## src/rtl/dmem_addr_pkg.sv

```systemverilog
package dmem_addr_pkg;
  localparam int unsigned OFS_W       = 7;
  localparam int unsigned BANK_W      = 2;
  localparam int unsigned ADDR_W      = BANK_W + OFS_W;
  localparam int unsigned PTR_W       = ADDR_W - 1;
  localparam int unsigned SHARED_SIZE = 16;
  localparam int unsigned SHARED_BASE = (1 << OFS_W) - SHARED_SIZE;
  localparam int unsigned PTR_OFS     = 4;

  typedef struct packed {
    logic [ADDR_W-1:0] addr;
    logic              rd;
    logic              wr;
    logic              rzero;
    logic              wsup;
    logic              ptr_hit;
  } resolve_t;
endpackage

```

## src/rtl/dmem_ptr_reg.sv

```systemverilog
module dmem_ptr_reg
  import dmem_addr_pkg::*;
(
  input  logic             clk,
  input  logic             rst_n,
  input  logic             load_i,
  input  logic [PTR_W-1:0] data_i,
  output logic [PTR_W-1:0] ptr_o
);
  logic [PTR_W-1:0] ptr_q, ptr_d;

  always_comb begin
    ptr_d = ptr_q;
    if (load_i) ptr_d = data_i;
  end

  always_ff @(posedge clk or negedge rst_n) begin
    if (!rst_n) ptr_q <= '0;
    else        ptr_q <= ptr_d;
  end

  assign ptr_o = ptr_q;


  ptr_load_chk: assert property (@(posedge clk) disable iff (!rst_n)
    load_i |=> ptr_q == $past(data_i));

  ptr_hold_chk: assert property (@(posedge clk) disable iff (!rst_n)
    !load_i |=> $stable(ptr_q));
endmodule

```

## src/rtl/dmem_addr_resolve.sv

```systemverilog
module dmem_addr_resolve
  import dmem_addr_pkg::*;
(
  input  logic              write_i,
  input  logic [OFS_W-1:0]  field_i,
  input  logic [BANK_W-1:0] bank_i,
  input  logic              ind_bank_i,
  input  logic [PTR_W-1:0]  ptr_i,
  output resolve_t          res_o
);
  logic              indirect;
  logic              null_ref;
  logic [ADDR_W-1:0] raw_addr;
  logic [OFS_W-1:0]  ofs;
  logic              fold;

  always_comb begin
    indirect = (field_i == '0);
    raw_addr = indirect ? {ind_bank_i, ptr_i} : {bank_i, field_i};
    ofs      = raw_addr[OFS_W-1:0];
    null_ref = indirect && (ptr_i[OFS_W-1:0] == '0);
    fold     = (32'(ofs) >= SHARED_BASE) || (32'(ofs) == PTR_OFS);

    res_o.addr    = fold ? {{BANK_W{1'b0}}, ofs} : raw_addr;
    res_o.rd      = !write_i && !null_ref;
    res_o.rzero   = !write_i &&  null_ref;
    res_o.wr      =  write_i && !null_ref;
    res_o.wsup    =  write_i &&  null_ref;
    res_o.ptr_hit = (32'(ofs) == PTR_OFS) && !null_ref;
  end
endmodule

```

## src/rtl/dmem_addr_gen.sv

```systemverilog
module dmem_addr_gen
  import dmem_addr_pkg::*;
(
  input  logic              clk,
  input  logic              rst_n,
  input  logic              acc_valid,
  input  logic              acc_write,
  input  logic [OFS_W-1:0]  addr_field,
  input  logic [BANK_W-1:0] bank_sel,
  input  logic              ind_bank,
  input  logic [PTR_W-1:0]  wdata,
  output logic              out_valid,
  output logic [ADDR_W-1:0] phys_addr,
  output logic              rd_en,
  output logic              wr_en,
  output logic              rd_zero,
  output logic              wr_sup
);
  logic [1:0]        rst_sync_q;
  logic              rst_int_n;
  logic [PTR_W-1:0]  ptr;
  logic              ptr_load;
  resolve_t          res;

  logic              vld_q, vld_d;
  logic [ADDR_W-1:0] addr_q, addr_d;
  logic [3:0]        qual_q, qual_d;

  always_ff @(posedge clk or negedge rst_n) begin
    if (!rst_n) rst_sync_q <= 2'b00;
    else        rst_sync_q <= {rst_sync_q[0], 1'b1};
  end
  assign rst_int_n = rst_sync_q[1];

  dmem_addr_resolve u_resolve (
    .write_i    (acc_write),
    .field_i    (addr_field),
    .bank_i     (bank_sel),
    .ind_bank_i (ind_bank),
    .ptr_i      (ptr),
    .res_o      (res)
  );

  assign ptr_load = acc_valid && res.wr && res.ptr_hit;

  dmem_ptr_reg u_ptr (
    .clk    (clk),
    .rst_n  (rst_int_n),
    .load_i (ptr_load),
    .data_i (wdata),
    .ptr_o  (ptr)
  );

  always_comb begin
    vld_d  = acc_valid;
    addr_d = addr_q;
    qual_d = 4'b0000;
    if (acc_valid) begin
      addr_d = res.addr;
      qual_d = {res.rd, res.wr, res.rzero, res.wsup};
    end
  end

  always_ff @(posedge clk or negedge rst_int_n) begin
    if (!rst_int_n) begin
      vld_q  <= 1'b0;
      addr_q <= '0;
      qual_q <= 4'b0000;
    end else begin
      vld_q  <= vld_d;
      addr_q <= addr_d;
      qual_q <= qual_d;
    end
  end

  assign out_valid = vld_q;
  assign phys_addr = addr_q;
  assign rd_en     = qual_q[3];
  assign wr_en     = qual_q[2];
  assign rd_zero   = qual_q[1];
  assign wr_sup    = qual_q[0];


  shared_fold_chk: assert property (@(posedge clk) disable iff (!rst_int_n)
    (out_valid && (32'(phys_addr[OFS_W-1:0]) >= SHARED_BASE))
      |-> (phys_addr[ADDR_W-1:OFS_W] == '0));

  one_qual_chk: assert property (@(posedge clk) disable iff (!rst_int_n)
    out_valid |-> $countones({rd_en, wr_en, rd_zero, wr_sup}) == 1);

  result_latency_chk: assert property (@(posedge clk) disable iff (!rst_int_n)
    acc_valid |=> out_valid);

  idle_quiet_chk: assert property (@(posedge clk) disable iff (!rst_int_n)
    !out_valid |-> !(rd_en || wr_en || rd_zero || wr_sup));

  null_write_chk: assert property (@(posedge clk) disable iff (!rst_int_n)
    (acc_valid && acc_write && addr_field == '0 && ptr[OFS_W-1:0] == '0)
      |=> (wr_sup && !wr_en && $stable(ptr)));
endmodule

```

## config.mk

```make
export PLATFORM = sky130hd
export DESIGN_NAME = dmem_addr_gen
export DESIGN_NICKNAME = d
export VERILOG_FILES = /design/src/rtl/dmem_addr_pkg.sv /design/src/rtl/dmem_ptr_reg.sv /design/src/rtl/dmem_addr_resolve.sv /design/src/rtl/dmem_addr_gen.sv
export SDC_FILE = /design/constraint.sdc
export NUM_CORES = 1
export LEC_CHECK = 0
export ABC_AREA = 1
export BUFFER_PORTS_ARGS = -buffer_cell sky130_fd_sc_hd__buf_2
export CORE_ASPECT_RATIO = 1.2
export CORE_MARGIN = 1.5
export CORE_UTILIZATION = 45
export CTS_CLUSTER_DIAMETER = 80
export DETAILED_ROUTE_END_ITERATION = 10
export PLACE_DENSITY = 0.78
export REMOVE_ABC_BUFFERS = 1
export SYNTH_ARGS = -nofsm -noshare
export SYNTH_HDL_FRONTEND = slang
export SYNTH_SLANG_ARGS = --single-unit
```

## constraint.sdc

```tcl
create_clock -name clk -period 1.2 [get_ports clk]
set_clock_uncertainty 0.1 [all_clocks]
set_input_delay 0.36 -clock clk [delete_from_list [all_inputs] [get_ports clk]]
set_output_delay 0.36 -clock clk [all_outputs]
set_load 0.01 [all_outputs]
```

======== Yosys cells after proc, flatten, opt, wreduce, memory -nomap -nowiden ========
Cells that the tools add are included.
word-level totals
  register bits after elaboration ......... 24
  input bits .............................. 22
  output and inout port bits .............. 14
  word-level logic and storage cells ...... 23
cells by class
  order comparisons ....................... 1
  equal/unequal tests ..................... 1
  mux-type cells .......................... 3
  reductions and logical operators ........ 13
operators with widths
  operator            count
  $mux 9              2
  $logic_not 7->1     2
  $logic_and 1x1->1   8
  $eq 7x3->1 const B  1
  $ge 7x7->1 const B  1
  $mux 4              1
  $logic_not 1->1     2
  $logic_or 1x1->1    1

======== Longest topological paths before layout ========
  word-level depth ........................ 6
  gate-level depth with buffers ........... 12
  depth with buffers taken out ............ 11

======== Modules after synthesis ========
From an unflattened synthesis, not the netlist that was laid out.
unflattened totals
  cells, all modules ...................... 137
  area, all modules ....................... 1112.3 um2
modules (own cells, without submodules)
  module             times used  cells an instance  area an instance (um2)  sequential area each (um2)
  dmem_addr_gen      1           56                 558.0                   400.4
  dmem_ptr_reg       1           34                 305.3                   200.2
  dmem_addr_resolve  1           47                 249.0                   0.0

======== Least setup slack after synthesis ========
No wires, ideal clock.
  kind .................................... input port to flip-flop
  from .................................... input addr_field[1]
  to ...................................... register u_ptr.ptr_q[0], in the netlist u_ptr.ptr_o[0]
  setup time .............................. 117 ps
  arrival ................................. 1333 ps
  required time ........................... 983 ps
  setup slack ............................. -350 ps
  stages .................................. 11
  path buffers ............................ 1
  cells stage by stage .................... nor2_1 -> nand2_1 -> nor2_2 -> buf_6 -> nand2_2 -> nand2_2 -> nand2_1 -> nor2_4 -> nand3_4 -> nand2_1 -> nand2_1
on the way
  word-level cells in the longest chain between the ends .. 6
  elaborated cells between the ends (all ways) .. 9
  those cells by class .................... eq/ne: 1; mux: 1; reduce/logical: 7
ends and longest elaborated chain
  item                                            line                 source
  start, declared                                 dmem_addr_gen.sv:8   input logic [OFS_W-1:0] addr_field,
  branches (longest 5 deep; another with $mux 9)  --
  $logic_and 1x1->1 *                             dmem_addr_gen.sv:44  assign ptr_load = acc_valid && res.wr && res.ptr_hit;
  end signal, assigned                            dmem_ptr_reg.sv:19   else ptr_q <= ptr_d;
  end, declared                                   dmem_ptr_reg.sv:10   logic [PTR_W-1:0] ptr_q, ptr_d;
Every way passes the cells marked *.
A chain may end at the register's enable or synchronous reset.

======== Worst setup path in the final report ========
  from .................................... input addr_field[3]
  to ...................................... register u_ptr.ptr_q[1], in the netlist u_ptr.ptr_o[1]
The elaborated chain is that of the path after synthesis.

==> results.md <==
* Status: complete, but fails checks
* Failing checks: setup timing
* Top FF cell, synth: dfrtp_1
* Row count at 19
* Final hold vios at 0
* Number of global-route vias before repair at between 1000 and 1500
* GRT Total Usage at 25.6%
* Fin Hold WS at 0.120 ns
* CTS tree: yes
* Min Tclk post-route at approximately 1.5 ns
* DRC violations left at 0
* Startpoint Class: input pin
* Placed Instances at 224
* IO buf count at 35
* ANT cells at 0
* Hold crit path type: reg2async
* Fin. max-slew vios at 0
* Post-route setup slack at -0.312 ns
* EDFF count, synth at 0
* Post-DP HPWL at 1.99 mm
* Most common cell on crit path: nand2_2
* Sequential element share of the synthesized area at 53.0%
* Clock sinks at 24
* First-pass GRT wire length at around 5.5 mm
* RSZ-0062 raised after global routing: true
* Bufs and invs on worst path at 3
* Dpl ws at -0.640 ns
* Syn_area_per_cell at 8.51 um^2
* Leakage at roughly 1.0 nW
* DRT iter0 DRCs at 53
* Pwr dens at approximately 900 mW/mm^2
* Critical-path top delay cell: nor2_4
* Req. time, crit path at ~1.3 ns
* Nets at 234
* Clock Latency Late Sink at roughly 0.32 ns
* Synth area leader: dfrtp_1
* Root buffer cell: clkbuf_4
* Crit Path Category: in2reg
* Area grow syn2layout at 70.8%
* DR vias at 1286
* Commonest cells post-synth: 44 x nand2_1, 24 x dfrtp_1, 14 x nor2_1, 11 x nand3_1, 9 x inv_1
* FMAX at ~660 MHz
* GRT Residual Overflow at 0
* Max incr delay on CP at ~0.18 ns
* Cell family with most CP delay: simple AND/OR/NAND/NOR gates
* Worst-path fanout max at 8
* Setup crit end kind: register
* Vias per std cell at ~5.3
* Synth area leaders: dfrtp_1 53%, nand2_1 15%, nand3_1 4.9%, nor2_1 4.6%, inv_1 3.0%
* Routed wire length at a little over 4 mm
* TritonCTS Buffers at 3
* Cells after Synth at between 100 and 150
* Sequence of cells on the critical path: buf_2 -> clkinv_1 -> nand2_2 -> nor2_4 -> buf_4 -> a21oi_2 -> nand2_1 -> nor2_4 -> nand3_4 -> nand2_2 -> nand2_2
* Drt wl/cell at around 17 um
* Most frequent cell after synthesis: nand2_1
* Final worst-path cycle share at 126%
* Post-synth cell types at 23
* Core ar. at between 0.002 and 0.0025 mm^2
* Num ports at 36
* Share of cells above drive strength 1 at 59.2%
* Pin count of the biggest net entering global routing at 23
* Post-synthesis cell area at 0.00113 mm^2
* GP Congestion at slightly above 0.8
* Routed Antenna Nets at 0
* Final number of setup-violating endpoints at 33
* Clock slew at reported path FFs at 0.13 ns
* Ys Warns at 0
* Die width at 48.8 um
* Die Y at ~58 um
* IR Drop Worst-Case VDD at 0.736 mV
* Yosys reg bits at 24
* Antenna violations before repair at 0
* Finished Layout Cells at roughly 240
* Die ar. at roughly 0.0028 mm^2
* Initial Util at approximately 49%
* CP Data Arrival Time at 1.64 ns
* First drt pass iteration count at 4
* Htree depth at 1
* Max-cap violations at 0
* Synth top area share at 53.0%
* Async set-reset flop share out of synthesis at between 90% and 100%
* Largest buffer count on any clock path at 2
## path summary, 6_finish.rpt
check	start	cells past startpoint	end	slack, ns
max	addr_field[3]	11	u_ptr.ptr_o[1]	-0.31
min	rst_sync_q[1]	1	qual_q[2]	0.12
max reg2reg	u_ptr.ptr_o[5]	8	u_ptr.ptr_o[0]	-0.30
min reg2reg	rst_sync_q[1]	1	qual_q[2]	0.12
max in group asynchronous	rst_sync_q[1]	1	phys_addr[0]	0.66
min in group clk	wdata[1]	3	u_ptr.ptr_o[1]	0.16
## metal layers
metal / part of all wire [%] / global-route usage, % / vias to the layer above
li1: - / - / 571
met1: 36 / 30.4 / 633
met2: 54 / 47.2 / 61
met3: 4.9 / 1.80 / 21
met4: 5.2 / 12.2 / 0
met5: 0 / 0 / -
## stage by stage
step	area, um^2	TNS, ns	power (mW)	utilization (%)
finish	1930	-5.91	1.77	83.0
CTS	1790	-4.22	1.68	76.9
floorplan	1120	-6.27	1.03	-
detailed placement	1550	-10.96	1.19	66.4
global route	1930	-7.61	1.83	83.0
global placement	1550	-9.74	1.18	66.4
## final cells by class
type,count,area [um^2]
multi-input cells,95,643
fillers,132,395
clock buffers,4,36.3
flip-flops and latches,24,601
well taps,31,38.8
inverters,12,47.5
repair buffers,76,568
## where the power goes
group | switching, mW | internal (mW) | total, mW
combinational | 0.221 | 0.221 | 0.442
sequential | 0.0352 | 0.857 | 0.892
clock | 0.247 | 0.186 | 0.433
## sequential cells by signal, summed over array words and instances, names as in the netlist
| name | flops |
|---|---|
| out_valid | 1 |
| phys_addr | 9 |
| qual_q | 4 |
| rst_sync_q | 2 |
| u_ptr.ptr_o | 8 |
## worst reg2reg max path: stages (launching register included)
cell and delay [ns]:
dfrtp_1 0.46, buf_6 0.14, nand2_4 0.06, nand2_2 0.06
nor2_1 0.09, nand2_1 0.10, nor2_4 0.26, nand3_1 0.11
nand2_1 0.08
## placed cells by master, fill, tap and decap left out, drive strengths merged
| cell | n |
|---|---|
| conb | 1 |
| clkinv | 1 |
| nand2 | 46 |
| o21ai | 8 |
| nand3 | 13 |
| nor3 | 3 |
| clkbuf | 4 |
| dlygate4sd3 | 1 |
| inv | 11 |
| a31oi | 1 |
| a21oi | 4 |
| dfrtp | 24 |
| buf | 75 |
| nor2 | 19 |
## cell families after synthesis
logic type / Yosys count / synth area share (%)
compound gates: 13 / 6.52
other cells: 1 / 0.331
buf+inv: 14 / 5.30
flops: 24 / 53.0
simple gates: 81 / 34.8
## what timing repair did
action                                  4_1_cts  5_1_grt
pin swaps                                    11       14
endpoints found under the setup margin       33       34
gates resized for setup                      32       28
hold buffers                                  1        0
setup buffers                                10        7
hold endpoints to repair                      2        0
(Power assumes the default switching activity.)
